$ cat config.mk
export PLATFORM = sky130hd
export DESIGN_NAME = sar_port_emu
export DESIGN_NICKNAME = d
export VERILOG_FILES = /design/src/rtl/sar_emu_pkg.sv /design/src/rtl/sar_emu_front.sv /design/src/rtl/sar_emu_ctl_rx.sv /design/src/rtl/sar_emu_seq.sv /design/src/rtl/sar_emu_res_tx.sv /design/src/rtl/sar_port_emu.sv
export SDC_FILE = /design/constraint.sdc
export NUM_CORES = 1
export LEC_CHECK = 0
export ABC_AREA = 0
export ABC_CLOCK_PERIOD_IN_PS = 1600
export BUFFER_PORTS_ARGS = -buffer_cell sky130_fd_sc_hd__buf_2
export CORE_MARGIN = 3
export CORE_UTILIZATION = 43
export DETAILED_ROUTE_END_ITERATION = 10
export PLACE_DENSITY = 0.74
export SYNTH_ARGS = -nofsm -noshare
export SYNTH_HDL_FRONTEND = slang
export SYNTH_SLANG_ARGS = --single-unit
$ cat constraint.sdc
create_clock -name clk -period 1.6 [get_ports clk]
set_input_delay 0.08 -clock clk [delete_from_list [all_inputs] [get_ports clk]]
set_output_delay 0.08 -clock clk [all_outputs]
set_load 0.01 [all_outputs]
$ cat src/rtl/sar_emu_pkg.sv
package sar_emu_pkg;

  localparam int CTL_W = 8;
  localparam logic [1:0] PM_EXTCLK = 2'b11;

  typedef enum logic [1:0] {
    SQ_HUNT,
    SQ_ARM,
    SQ_STRB,
    SQ_DATA
  } seq_state_e;

  // control fields that follow the start bit, most significant first
  typedef struct packed {
    logic [2:0] chan;
    logic       unipolar;
    logic       single;
    logic [1:0] pmode;
  } ctl_fields_t;

endpackage

$ cat src/rtl/sar_emu_front.sv
module sar_emu_front #(
  parameter int SYNC_STAGES = 2
) (
  input  logic clk,
  input  logic rst_n,
  input  logic csn_raw,
  input  logic sclk_raw,
  input  logic din_raw,
  output logic sel,
  output logic sclk_rise,
  output logic sclk_fall,
  output logic din_s
);

  localparam int NSIG = 3;
  localparam int LAST = SYNC_STAGES - 1;
  // bit order {select, serial clock, data}; select idles high
  localparam logic [NSIG-1:0] IDLE_LVL = 3'b100;

  logic [NSIG-1:0] sync_q [SYNC_STAGES];
  logic            sclk_last_q;

  always_ff @(posedge clk or negedge rst_n) begin
    if (!rst_n) begin
      for (int i = 0; i < SYNC_STAGES; i++) sync_q[i] <= IDLE_LVL;
    end else begin
      sync_q[0] <= {csn_raw, sclk_raw, din_raw};
      for (int i = 1; i < SYNC_STAGES; i++) sync_q[i] <= sync_q[i-1];
    end
  end

  always_ff @(posedge clk or negedge rst_n) begin
    if (!rst_n) sclk_last_q <= 1'b0;
    else        sclk_last_q <= sync_q[LAST][1];
  end

  assign sel       = ~sync_q[LAST][2];
  assign din_s     =  sync_q[LAST][0];
  assign sclk_rise =  sync_q[LAST][1] & ~sclk_last_q;
  assign sclk_fall = ~sync_q[LAST][1] &  sclk_last_q;

endmodule

$ cat src/rtl/sar_emu_ctl_rx.sv
module sar_emu_ctl_rx
  import sar_emu_pkg::*;
(
  input  logic             clk,
  input  logic             rst_n,
  input  logic             sel,
  input  logic             hunt,
  input  logic             rise,
  input  logic             din,
  output logic             byte_done,
  output logic [CTL_W-2:0] fields
);

  localparam int CNT_W = $clog2(CTL_W + 1);
  localparam int FW    = CTL_W - 1;

  logic [CNT_W-1:0] cnt_q, cnt_d;
  logic [FW-1:0]    sr_q, sr_d;
  logic             done_q, done_d;
  logic             rx_en;

  // the start bit itself is not stored: a nonzero count marks it seen
  always_comb begin
    cnt_d  = cnt_q;
    sr_d   = sr_q;
    done_d = 1'b0;
    if (!sel || !hunt) begin
      cnt_d = '0;
    end else if (rise) begin
      if (cnt_q == '0) begin
        if (din) begin
          cnt_d = CNT_W'(1);
          sr_d  = '0;
        end
      end else begin
        sr_d = {sr_q[FW-2:0], din};
        if (cnt_q == CNT_W'(CTL_W - 1)) begin
          cnt_d  = '0;
          done_d = 1'b1;
        end else begin
          cnt_d = cnt_q + 1'b1;
        end
      end
    end
  end

  assign rx_en = !sel || !hunt || rise;

  always_ff @(posedge clk or negedge rst_n) begin
    if (!rst_n) begin
      cnt_q <= '0;
      sr_q  <= '0;
    end else if (rx_en) begin
      cnt_q <= cnt_d;
      sr_q  <= sr_d;
    end
  end

  always_ff @(posedge clk or negedge rst_n) begin
    if (!rst_n) done_q <= 1'b0;
    else        done_q <= done_d;
  end

  assign byte_done = done_q;
  assign fields    = sr_q;

endmodule

$ cat src/rtl/sar_emu_seq.sv
module sar_emu_seq
  import sar_emu_pkg::*;
#(
  parameter int RES_W = 12
) (
  input  logic             clk,
  input  logic             rst_n,
  input  logic             sel,
  input  logic             fall,
  input  logic             byte_done,
  input  logic [CTL_W-2:0] fields,
  output logic             hunt,
  output logic             load,
  output logic             shift,
  output logic             strobe,
  output ctl_fields_t      ctl
);

  localparam int BIT_W = $clog2(RES_W + 1);

  seq_state_e       state_q, state_d;
  logic [BIT_W-1:0] bits_q, bits_d;
  logic             strb_q, strb_d;
  ctl_fields_t      ctl_q, ctl_d;
  ctl_fields_t      rx_ctl;

  assign rx_ctl = ctl_fields_t'(fields);

  always_comb begin
    state_d = state_q;
    bits_d  = bits_q;
    strb_d  = strb_q;
    ctl_d   = ctl_q;
    load    = 1'b0;
    shift   = 1'b0;
    if (!sel) begin
      state_d = SQ_HUNT;
      bits_d  = '0;
      strb_d  = 1'b0;
    end else begin
      case (state_q)
        SQ_HUNT: begin
          if (byte_done) begin
            ctl_d = rx_ctl;
            if (rx_ctl.pmode == PM_EXTCLK) state_d = SQ_ARM;
          end
        end
        SQ_ARM: begin
          if (fall) begin
            state_d = SQ_STRB;
            strb_d  = 1'b1;
            load    = 1'b1;
          end
        end
        SQ_STRB: begin
          if (fall) begin
            state_d = SQ_DATA;
            strb_d  = 1'b0;
            shift   = 1'b1;
            bits_d  = BIT_W'(1);
          end
        end
        SQ_DATA: begin
          if (fall) begin
            shift = 1'b1;
            // the shift after the last result bit presents the padding zero
            if (bits_q == BIT_W'(RES_W)) begin
              state_d = SQ_HUNT;
              bits_d  = '0;
            end else begin
              bits_d = bits_q + 1'b1;
            end
          end
        end
        default: state_d = SQ_HUNT;
      endcase
    end
  end

  always_ff @(posedge clk or negedge rst_n) begin
    if (!rst_n) begin
      state_q <= SQ_HUNT;
      bits_q  <= '0;
      strb_q  <= 1'b0;
      ctl_q   <= '0;
    end else begin
      state_q <= state_d;
      bits_q  <= bits_d;
      strb_q  <= strb_d;
      ctl_q   <= ctl_d;
    end
  end

  assign hunt   = (state_q == SQ_HUNT);
  assign strobe = strb_q;
  assign ctl    = ctl_q;

endmodule

$ cat src/rtl/sar_emu_res_tx.sv
module sar_emu_res_tx #(
  parameter int RES_W = 12
) (
  input  logic             clk,
  input  logic             rst_n,
  input  logic             sel,
  input  logic             load,
  input  logic             shift,
  input  logic             unipolar,
  input  logic [RES_W-1:0] sample,
  output logic             dout
);

  logic [RES_W-1:0] sr_q, sr_d;
  logic [RES_W-1:0] code;
  logic             dout_q, dout_d;
  logic             tx_en;

  // bipolar: flipping the sign bit maps offset binary onto two's complement
  assign code = unipolar ? sample : {~sample[RES_W-1], sample[RES_W-2:0]};

  always_comb begin
    sr_d   = sr_q;
    dout_d = dout_q;
    if (!sel) begin
      sr_d   = '0;
      dout_d = 1'b0;
    end else if (load) begin
      sr_d   = code;
      dout_d = 1'b0;
    end else if (shift) begin
      dout_d = sr_q[RES_W-1];
      sr_d   = {sr_q[RES_W-2:0], 1'b0};
    end
  end

  assign tx_en = !sel || load || shift;

  always_ff @(posedge clk or negedge rst_n) begin
    if (!rst_n) begin
      sr_q   <= '0;
      dout_q <= 1'b0;
    end else if (tx_en) begin
      sr_q   <= sr_d;
      dout_q <= dout_d;
    end
  end

  assign dout = dout_q;

endmodule

$ cat src/rtl/sar_port_emu.sv
module sar_port_emu
  import sar_emu_pkg::*;
#(
  parameter int RES_W       = 12,
  parameter int SYNC_STAGES = 2
) (
  input  logic             clk,
  input  logic             rst_n,
  input  logic             csn_i,
  input  logic             sclk_i,
  input  logic             sdi_i,
  input  logic [RES_W-1:0] sample_i,
  output logic             sdo_o,
  output logic             sdo_oe_o,
  output logic             strb_o,
  output logic             strb_oe_o,
  output logic [2:0]       chan_o,
  output logic             unipolar_o,
  output logic             single_o,
  output logic             extclk_o
);

  logic [1:0]       rst_pipe_q;
  logic             rst_core_n;
  logic             sel, sclk_rise, sclk_fall, din_s;
  logic             hunt, byte_done, load, shift, strobe;
  logic [CTL_W-2:0] fields;
  ctl_fields_t      ctl;

  // asynchronous assertion, synchronous release
  always_ff @(posedge clk or negedge rst_n) begin
    if (!rst_n) rst_pipe_q <= '0;
    else        rst_pipe_q <= {rst_pipe_q[0], 1'b1};
  end
  assign rst_core_n = rst_pipe_q[1];

  sar_emu_front #(.SYNC_STAGES(SYNC_STAGES)) i_front (
    .clk      (clk),
    .rst_n    (rst_core_n),
    .csn_raw  (csn_i),
    .sclk_raw (sclk_i),
    .din_raw  (sdi_i),
    .sel      (sel),
    .sclk_rise(sclk_rise),
    .sclk_fall(sclk_fall),
    .din_s    (din_s)
  );

  sar_emu_ctl_rx i_rx (
    .clk      (clk),
    .rst_n    (rst_core_n),
    .sel      (sel),
    .hunt     (hunt),
    .rise     (sclk_rise),
    .din      (din_s),
    .byte_done(byte_done),
    .fields   (fields)
  );

  sar_emu_seq #(.RES_W(RES_W)) i_seq (
    .clk      (clk),
    .rst_n    (rst_core_n),
    .sel      (sel),
    .fall     (sclk_fall),
    .byte_done(byte_done),
    .fields   (fields),
    .hunt     (hunt),
    .load     (load),
    .shift    (shift),
    .strobe   (strobe),
    .ctl      (ctl)
  );

  sar_emu_res_tx #(.RES_W(RES_W)) i_tx (
    .clk     (clk),
    .rst_n   (rst_core_n),
    .sel     (sel),
    .load    (load),
    .shift   (shift),
    .unipolar(ctl.unipolar),
    .sample  (sample_i),
    .dout    (sdo_o)
  );

  assign strb_o     = strobe;
  assign sdo_oe_o   = sel;
  assign strb_oe_o  = sel;
  assign chan_o     = ctl.chan;
  assign unipolar_o = ctl.unipolar;
  assign single_o   = ctl.single;
  assign extclk_o   = (ctl.pmode == PM_EXTCLK);

endmodule

# Word level (Yosys, flattened, before mapping)
# Cells that the tools add are included.
# word_totals
wordCells	99
ff_bits	48
input_bits	17
out_inout_bits	10
# op_classes
n_addsub	2
bitwise	7
muxes	40
n_reduce_logical	19
n_eq_ne	15
# ops
operator	count
$mux 12	4
$mux 4	9
$mux 1	15
$ne 3x3->1 const B	5
$mux 2	7
$mux 7	2
$reduce_and 3->1	4
$reduce_bool 3->1	3
$add 4x1->4 const B	2
$eq 2x2->1 const B	4
$pmux 2 s4	1
$pmux 4 s2	1
$ne 3x2->1 const B	2
$reduce_and 6->1	1
$not 1->1	5
$eq 4x3->1 const B	1
$eq 4x4->1 const B	1
$logic_not 4->1	1
$logic_or 1x1->1	4
$reduce_and 4->1	1
$and 1x1->1	2
$eq 2x1->1 const B	1
$logic_not 2->1	1
$ne 2x2->1 const B	1
other kinds (5)	5

# Depth between registers and ports, before layout
# Gate-level depths: netlist of run 1.
# logic_depth
ltp_word	8
depth_mapped	7
depth_no_buf	6

# Cells and area by module
# Synthesis of run 1 repeated with hierarchy kept, for this count alone.
# unflattened
hier_cells	190
hier_area_um2	2332.2
# modules_own_cells
mod	seq_area_each_um2	area_per_inst_um2	cells_each	instances
sar_emu_seq	350.3	745.7	64	1
sar_emu_res_tx	325.3	723.2	57	1
sar_emu_ctl_rx	300.3	599.3	54	1
sar_emu_front	177.7	196.4	10	1
sar_port_emu	50.0	67.6	5	1

# Least setup slack after synthesis of run 1
# OpenSTA, ideal clock, no wires.
# synth_path
path_kind	register -> register
start	reg i_seq.state_q[1]
end	reg i_tx.sr_q[2]
t_required_ns	1.474
arrival_time_ns	1.513
path_stages_with_launch	8
period_less_slack_ns	1.639
setup_slack_ns	-0.039
setup_ns	0.126
path_buffers	1
path_cell_list	dfrtp_1 -> inv_1 -> ha_1 -> or3_4 -> a21o_1 -> buf_6 -> nor2_1 -> nor2_1
# synth_between
elab_chain_cells	6
word_cells_on_any_way	14
cone_classes	3 x eq/ne; 6 x mux; 5 x reduce/logical
# synth_lines
element	line	text
start: declaration	sar_emu_seq.sv:21	seq_state_e state_q, state_d;
start signal: assignment	sar_emu_seq.sv:87	state_q <= state_d;
$eq 2x2->1 or $eq 2x1->1 (tied branches)	sar_emu_seq.sv:41	case (state_q)
$reduce_or 2->1 (no line) or $mux 1 (tied branches)	-	
$mux 1 (on tied branches)	-	
$mux 1 or $logic_or 1x1->1 (tied branches)	sar_emu_seq.sv:36, sar_emu_res_tx.sv:37	
$reduce_bool 3->1 (no line) or $logic_or 1x1->1 (tied branches)	-	
$reduce_and 2->1 (no line)	-	
end signal: assignment	sar_emu_res_tx.sv:44	sr_q <= sr_d;
end: declaration	sar_emu_res_tx.sv:14	logic [RES_W-1:0] sr_q, sr_d;
# Parallel ways exist; a longest one is shown, timed or not.
# A chain may end at the register's enable or synchronous reset.

# Worst setup path in the final report of run 1
# layout_path
start	reg i_seq.state_q[0]
end	reg i_seq.bits_q[2]
# layout_between
elab_chain_cells	3
word_cells_on_any_way	8
cone_classes	4 x eq/ne; 2 x mux; 2 x reduce/logical
# layout_lines
element	line	text
$eq 2x2->1	sar_emu_seq.sv:41	
$ne 3x3->1 (no line) (tied with other cells)	-	
$reduce_and 3->1 (no line) or $mux 4 (tied branches)	-	
end signal: assignment	sar_emu_seq.sv:88	bits_q <= bits_d;
end: declaration	sar_emu_seq.sv:22	logic [BIT_W-1:0] bits_q, bits_d;
# Parallel ways exist; a longest one is shown, timed or not.

==> impl_results.md, run 1 <==
- CP peak stage delay: 0.44 ns
- Vias/cell: 5.20
- Layout cells sized above 1: 0.381
- CTS clk-pin slew, worst paths: 0.09 ns
- Die width: 77.8 um
- Min cycle time layout: 1.58 ns
- Final period util: 0.987
- Vias in the first global route: 1583
- Worst Slack Setup Final: 0.0208 ns
- Die Y: 77.8 um
- Critical path, cell by cell: ha_1, or2_2, a21oi_4, buf_4, o41ai_1
- Post-DP Area: 0.00250 mm2
- WP data required: 1.79 ns
- GR Util All Layers: 0.151
- Initial Utilization: 0.458
- Pins Over Slew Limit: 0
- Hold Violations, Final: 0
- Vias: 1634
- Final setup fails: 0
- Ys async rst share: 1.00
- Critical path's slowest cell: dfrtp_2
- Initial antenna violation count: 0
- Ys Warns: 0
- Die area: 0.00606 mm2
- Row count: 25
- Clock sink total: 48
- CTS tree: done
- Synth Area per Inst: 11.4 um2
- Placeable Area: 0.00485 mm2
- Area Growth Syn to Fin: 26.9%
- Largest net degree at the start of global routing: 21
- Power after layout: 3.28 mW
- Clock buffer count from CTS: 5
- Crit path max-delay family: flip-flops
- Max Clock Freq: 633 MHz
- Post-DRT Antenna Nets: 0
- Crit end category: register
- First-pass GRT wire length: 7250 um
- DR DRC count: 0
- Placer Congestion: 0.799
- Utilization after layout: 0.581
- EDFF count, synth: 0
- Design area: 0.00282 mm2
- Pre-CTS WS: -0.101 ns
- Buffer and inverter count on the worst path: 1
- Synth Flop Type: dfrtp_1
- Hold Crit Class: in -> reg
- Seq cells post-synth: 48
- Router iterations before antenna repair: 4
- Num ports: 27
- I/O Buffers: 26
- Sequential element share of the synthesized area: 0.542
- ANT cells: 0
- TNS Setup: 0 ns
- Drt wl/cell: 13.9 um
- Gr ovfl total: 0
- Worst reg-to-reg setup slack: 0.02 ns
- Maximum clock insertion buffer count: 2
- Final Skew: 0.00449 ns
- CTS root buf: clkbuf_8
- RSZ-0062 raised after global routing: true
- Leakage: 1.34 nW
- Run status: complete, no violations
- Pwr Density: 1160 mW/mm2
- Final WL: 4370 um
- Layout Nets: 273
- Post-DP HPWL: 2870 um
- Max IR drop VDD: 0.000548 V
- 1st-iter DRT viols: 37
- Post-synth cell types: 46
- Maxcap violations: 0
- Critical Path AT: 1.77 ns
- Worst setup SP type: register
- Post-Syn Area: 0.00222 mm2
- Clk Latency, worst-skew pair: 0.30 ns
- Crit path max fanout: 7
- Setup CP Type: reg -> reg
- Cells after synthesis: 195
- Post-synth net total: 222
- Max H-tree Level: 2
## metrics by stage
step,hold slack (ns),instances
after CTS,0.000767,313
final,0.00337,314
after detailed placement,-0.127,297
after global placement,-0.134,297
after floorplan,-0.216,195
after global routing,0.00248,314
## per-layer routing
layer  routed length (um)  up-vias  part of all wire  track usage
met2                 2200       26              0.50        0.248
met3                  136        7             0.031       0.0371
li1                     -      790                 -            -
met1                 1950      811              0.45        0.191
met5                    0        -                 0            0
met4                   74        0             0.017       0.0587
## power breakdown
| part | internal (mW) | switching [mW] | total, mW |
|---|---|---|---|
| Sequential | 1.34 | 0.109 | 1.45 |
| Combinational | 0.388 | 0.398 | 0.786 |
| Clock | 0.629 | 0.415 | 1.04 |
| Total | 2.35 | 0.922 | 3.28 |
## synthesized netlist by cell type, drive strengths merged (2+ instances only)
library cell,number,area (um2)
a21oi,12,78.8
a221oi,6,52.6
a22o,9,78.8
and2b,2,15.0
and3,2,12.5
buf,9,72.6
dfrtp,46,1150
dfstp,2,52.6
ha,10,125
inv,9,33.8
mux2,7,78.8
mux2i,6,60.1
nand2,13,48.8
nand2b,3,21.3
nand3,3,20.0
nand4,2,12.5
nor2,20,77.6
nor2b,3,21.3
nor3,2,10.0
o21ai,11,55.1
o31ai,2,20.0
o41ai,2,17.5
## timing repair
action	4_1_cts	5_1_grt
cloned	1	0
gates resized for setup	7	17
endpoints found under the setup margin	15	27
pin swaps	2	2
hold endpoints to repair	8	0
buffers inserted	0	1
hold buffers	7	0
## path summary, 6_finish.rpt
path                             startpoint              end  cells past startpoint
min reg2reg                   rst_pipe_q[1]   i_rx.byte_done                      0
min                             sample_i[9]     i_tx.sr_q[9]                      3
min in group asynchronous             rst_n    rst_pipe_q[0]                      2
max in group asynchronous     rst_pipe_q[1]  i_seq.bits_q[2]                      1
max reg2reg                i_seq.state_q[0]  i_seq.bits_q[2]                      5
max                        i_seq.state_q[0]  i_seq.bits_q[2]                      5
## flip-flops by register name (all words and copies together) (netlist names), 2 cells and up
register / flops
rst_pipe_q: 2
i_tx.sr_q: 12
i_seq.bits_q: 4
i_front.sync_q: 5
i_seq.state_q: 2
i_seq.ctl: 7
i_rx.cnt_q: 4
i_rx.fields: 7
## cell type report
cell class	count	area [um2]
Clock buffer	5	68.8
Timing Repair Buffer	52	343
Multi-Input combinational cell	129	1000
Inverter	10	41.3
Fill cell	404	2030
Tap cell	67	83.8
Sequential cell	48	1210
Clock inverter	3	68.8
## logic make-up (layout without fill, tap and decap cells)
family | count (synthesis) | count (layout) | share of synthesized area
compound gates | 47 | 48 | 0.154
flops | 48 | 48 | 0.542
other cells | 1 | 1 | 0.00169
xor+xnor | 1 | 1 | 0.00395
fa+ha+maj | 10 | 10 | 0.0564
buf+inv | 19 | 70 | 0.0496
mux | 13 | 13 | 0.0626
simple gates | 56 | 56 | 0.129
## layout by cell type (no fill, tap or decap), drive strengths merged, types with 3 or more instances in the layout
cell         Yosys  layout
mux2i            6       6
nand2b           3       3
dfrtp           46      46
o21ai           11      11
a221oi           6       6
a21oi           12      12
clkbuf           0       5
mux2             7       7
a22o             9       9
nor2b            3       3
dlygate4sd3      0       7
buf              9      45
inv              9      10
nand3            3       3
nand2           13      13
ha              10      10
nor2            20      20
## tightest hold or removal path, stage by stage
cell,delay (ns)
buf_2,0.10
nand2_1,0.04
a21oi_1,0.05
(Power assumes the default switching activity.)
==> inputs of run 2 (changes only) <==
- SETUP_SLACK_MARGIN: unset -> 0.3
==> impl_results.md, run 2 (synthesis gave the netlist of run 1 again) <==
- Run status: complete, but fails checks
- Failing checks: negative setup slack
- Crit path max fanout: 4
- First-pass GRT wire length: 8070 um
- Critical path, cell by cell: ha_4, buf_4, buf_4, nor3_1, o32ai_1, a21oi_2, mux2i_1
- WHS Endpoint: i_tx.sr_q[9]
- Leakage: 1.43 nW
- GR Util All Layers: 0.166
- Row count: 25
- Hold Path Depth: 3
- Setup CP Type: reg -> reg
- Utilization after layout: 0.634
- Router iterations before antenna repair: 4
- Clk Latency, worst-skew pair: 0.30 ns
- Area of the multi-input gates: 0.00116 mm2
- Hold Violations, Final: 0
- Post-DP HPWL: 2890 um
- Pre-CTS WS: -0.0848 ns
- Maxcap violations: 0
- Placer Congestion: 0.804
- CTS root buf: clkbuf_8
- Num ports: 27
- I/O Buffers: 26
- Vias: 1704
- Gr ovfl total: 0
- Most common cell after layout, fill and taps aside: dfrtp_1
- Min cycle time layout: 1.70 ns
- Area Growth Syn to Fin: 38.5%
- Number of flip-flops under the largest register name: 12
- Max IR drop VDD: 0.000759 V
- Top cell by count, worst path: buf_4
- TNS Setup: -0.398 ns
- Grt met1 use: 0.200
- Final Skew: 0.00566 ns
- Die area: 0.00606 mm2
- Pwr Density: 1170 mW/mm2
- Pins Over Slew Limit: 0
- Reg2reg start: i_seq.state_q[1]
- Clock sink total: 48
- Layout cells sized above 1: 0.466
- Final setup fails: 10
- Max H-tree Level: 2
- Placeable Area: 0.00485 mm2
- Crit end category: register
- Layout Nets: 279
- Worst hold start: sample_i[9]
- Vias in the first global route: 1751
- Hold Crit Class: in -> reg
- Critical R2R Capture: i_seq.state_q[0]
- Die Y: 77.8 um
- Sequential cell area: 0.00121 mm2
- Maximum clock insertion buffer count: 2
- Drt wl/cell: 16.2 um
- Most frequent cells in the layout: 43 x dfrtp_1, 24 x buf_2, 18 x buf_4
- ANT cells: 0
- Largest net degree at the start of global routing: 47
- Post-DRT Antenna Nets: 0
- Post-DP Area: 0.00249 mm2
- Reg2reg path depth: 7
- WP data required: 1.82 ns
- Grt met2 use: 0.299
- CTS tree: done
- 1st-iter DRT viols: 82
- Vias/cell: 5.33
- CTS clk-pin slew, worst paths: 0.09 ns
- Met3 Track Usage GR: 0.0325
- Initial Utilization: 0.458
- Max Clock Freq: 589 MHz
- Worst reg-to-reg setup slack: -0.1 ns
- DR DRC count: 0
- CP peak stage delay: 0.47 ns
- Clock buffer count from CTS: 5
- Worst Slack Setup Final: -0.0978 ns
- Design area: 0.00307 mm2
- Die width: 77.8 um
- Final WL: 5200 um
- Initial antenna violation count: 0
- Final period util: 1.06
- Critical path's slowest cell: dfrtp_2
- RSZ-0062 raised after global routing: true
- Biggest register: i_tx.sr_q
- Worst setup SP type: register
- Critical Path AT: 1.92 ns
- GRT Max-Usage Layer: met2
- # fillers: 369
-- run 2: cell types whose count changed in the layout (fill, tap and decap cells not counted), sizes merged --
cell / change
clkinvlp: -1
inv: +1
buf: +9
dlygate4sd3: -3
-- run 2: through the flow --
step / hold slack (ns) / std cells / total power [mW]
final: 0.00167 / 320 / 3.58
after global routing: 0.00505 / 320 / 3.75
after CTS: 0.00608 / 313 / 3.31
after detailed placement: -0.133 / 292 / 2.14
after global placement: -0.134 / 292 / 2.11
after floorplan: -0.216 / 195 / 1.90
-- run 2: cell type report --
cell class	instances	share of cell area
clock buffer	5	0.0224
clock inverter	3	0.0224
inverter	10	0.0163
multi-input combinational	129	0.376
sequential	48	0.393
tap	67	0.0273
timing repair buffer	58	0.143
-- run 2: how the worst max path moves through the flow --
stage                     start  cells after the start  slack [ns]               end
4_1_cts        i_seq.state_q[0]                      6      -0.002     i_tx.sr_q[10]
6_report       i_seq.state_q[1]                      7        -0.1  i_seq.state_q[0]
5_1_grt        i_seq.state_q[0]                      8       -0.18  i_seq.state_q[0]
3_5_place_dp   i_seq.state_q[1]                      6       -0.08      i_tx.sr_q[2]
3_3_place_gp   i_seq.state_q[0]                      6       -0.03     i_tx.sr_q[10]
2_1_floorplan  i_seq.state_q[1]                      7        0.01      i_tx.sr_q[2]
-- run 2: timing repair --
item                                   in CTS  in global routing
setup endpoints to repair                  37                 39
buffers inserted                            8                  6
endpoints found under the hold margin       5                  0
hold buffers                                4                  0
pin swaps                                   8                 14
resized for setup                          24                 43
cloned                                      1                  1
-- run 2: critical path, delay by kind of cell, from the launching register on --
kind	cells	cell delay, ns
mux	1	0.21
fa+ha+maj	1	0.19
flops	1	0.47
compound gates	2	0.32
simple gates	1	0.17
buf+inv	2	0.26
-- run 2: where the power goes --
part,leakage (nW),switching [mW],internal [mW]
clock,0.0687,0.423,0.629
combinational,0.737,0.527,0.550
sequential,0.622,0.118,1.34
-- run 2: metal layers --
metal | part of all wire | vias up | wire, um
li1 | - | 799 | -
met1 | 0.43 | 872 | 2210
met2 | 0.54 | 26 | 2800
met3 | 0.022 | 7 | 114
met4 | 0.013 | 0 | 68
met5 | 0 | - | 0
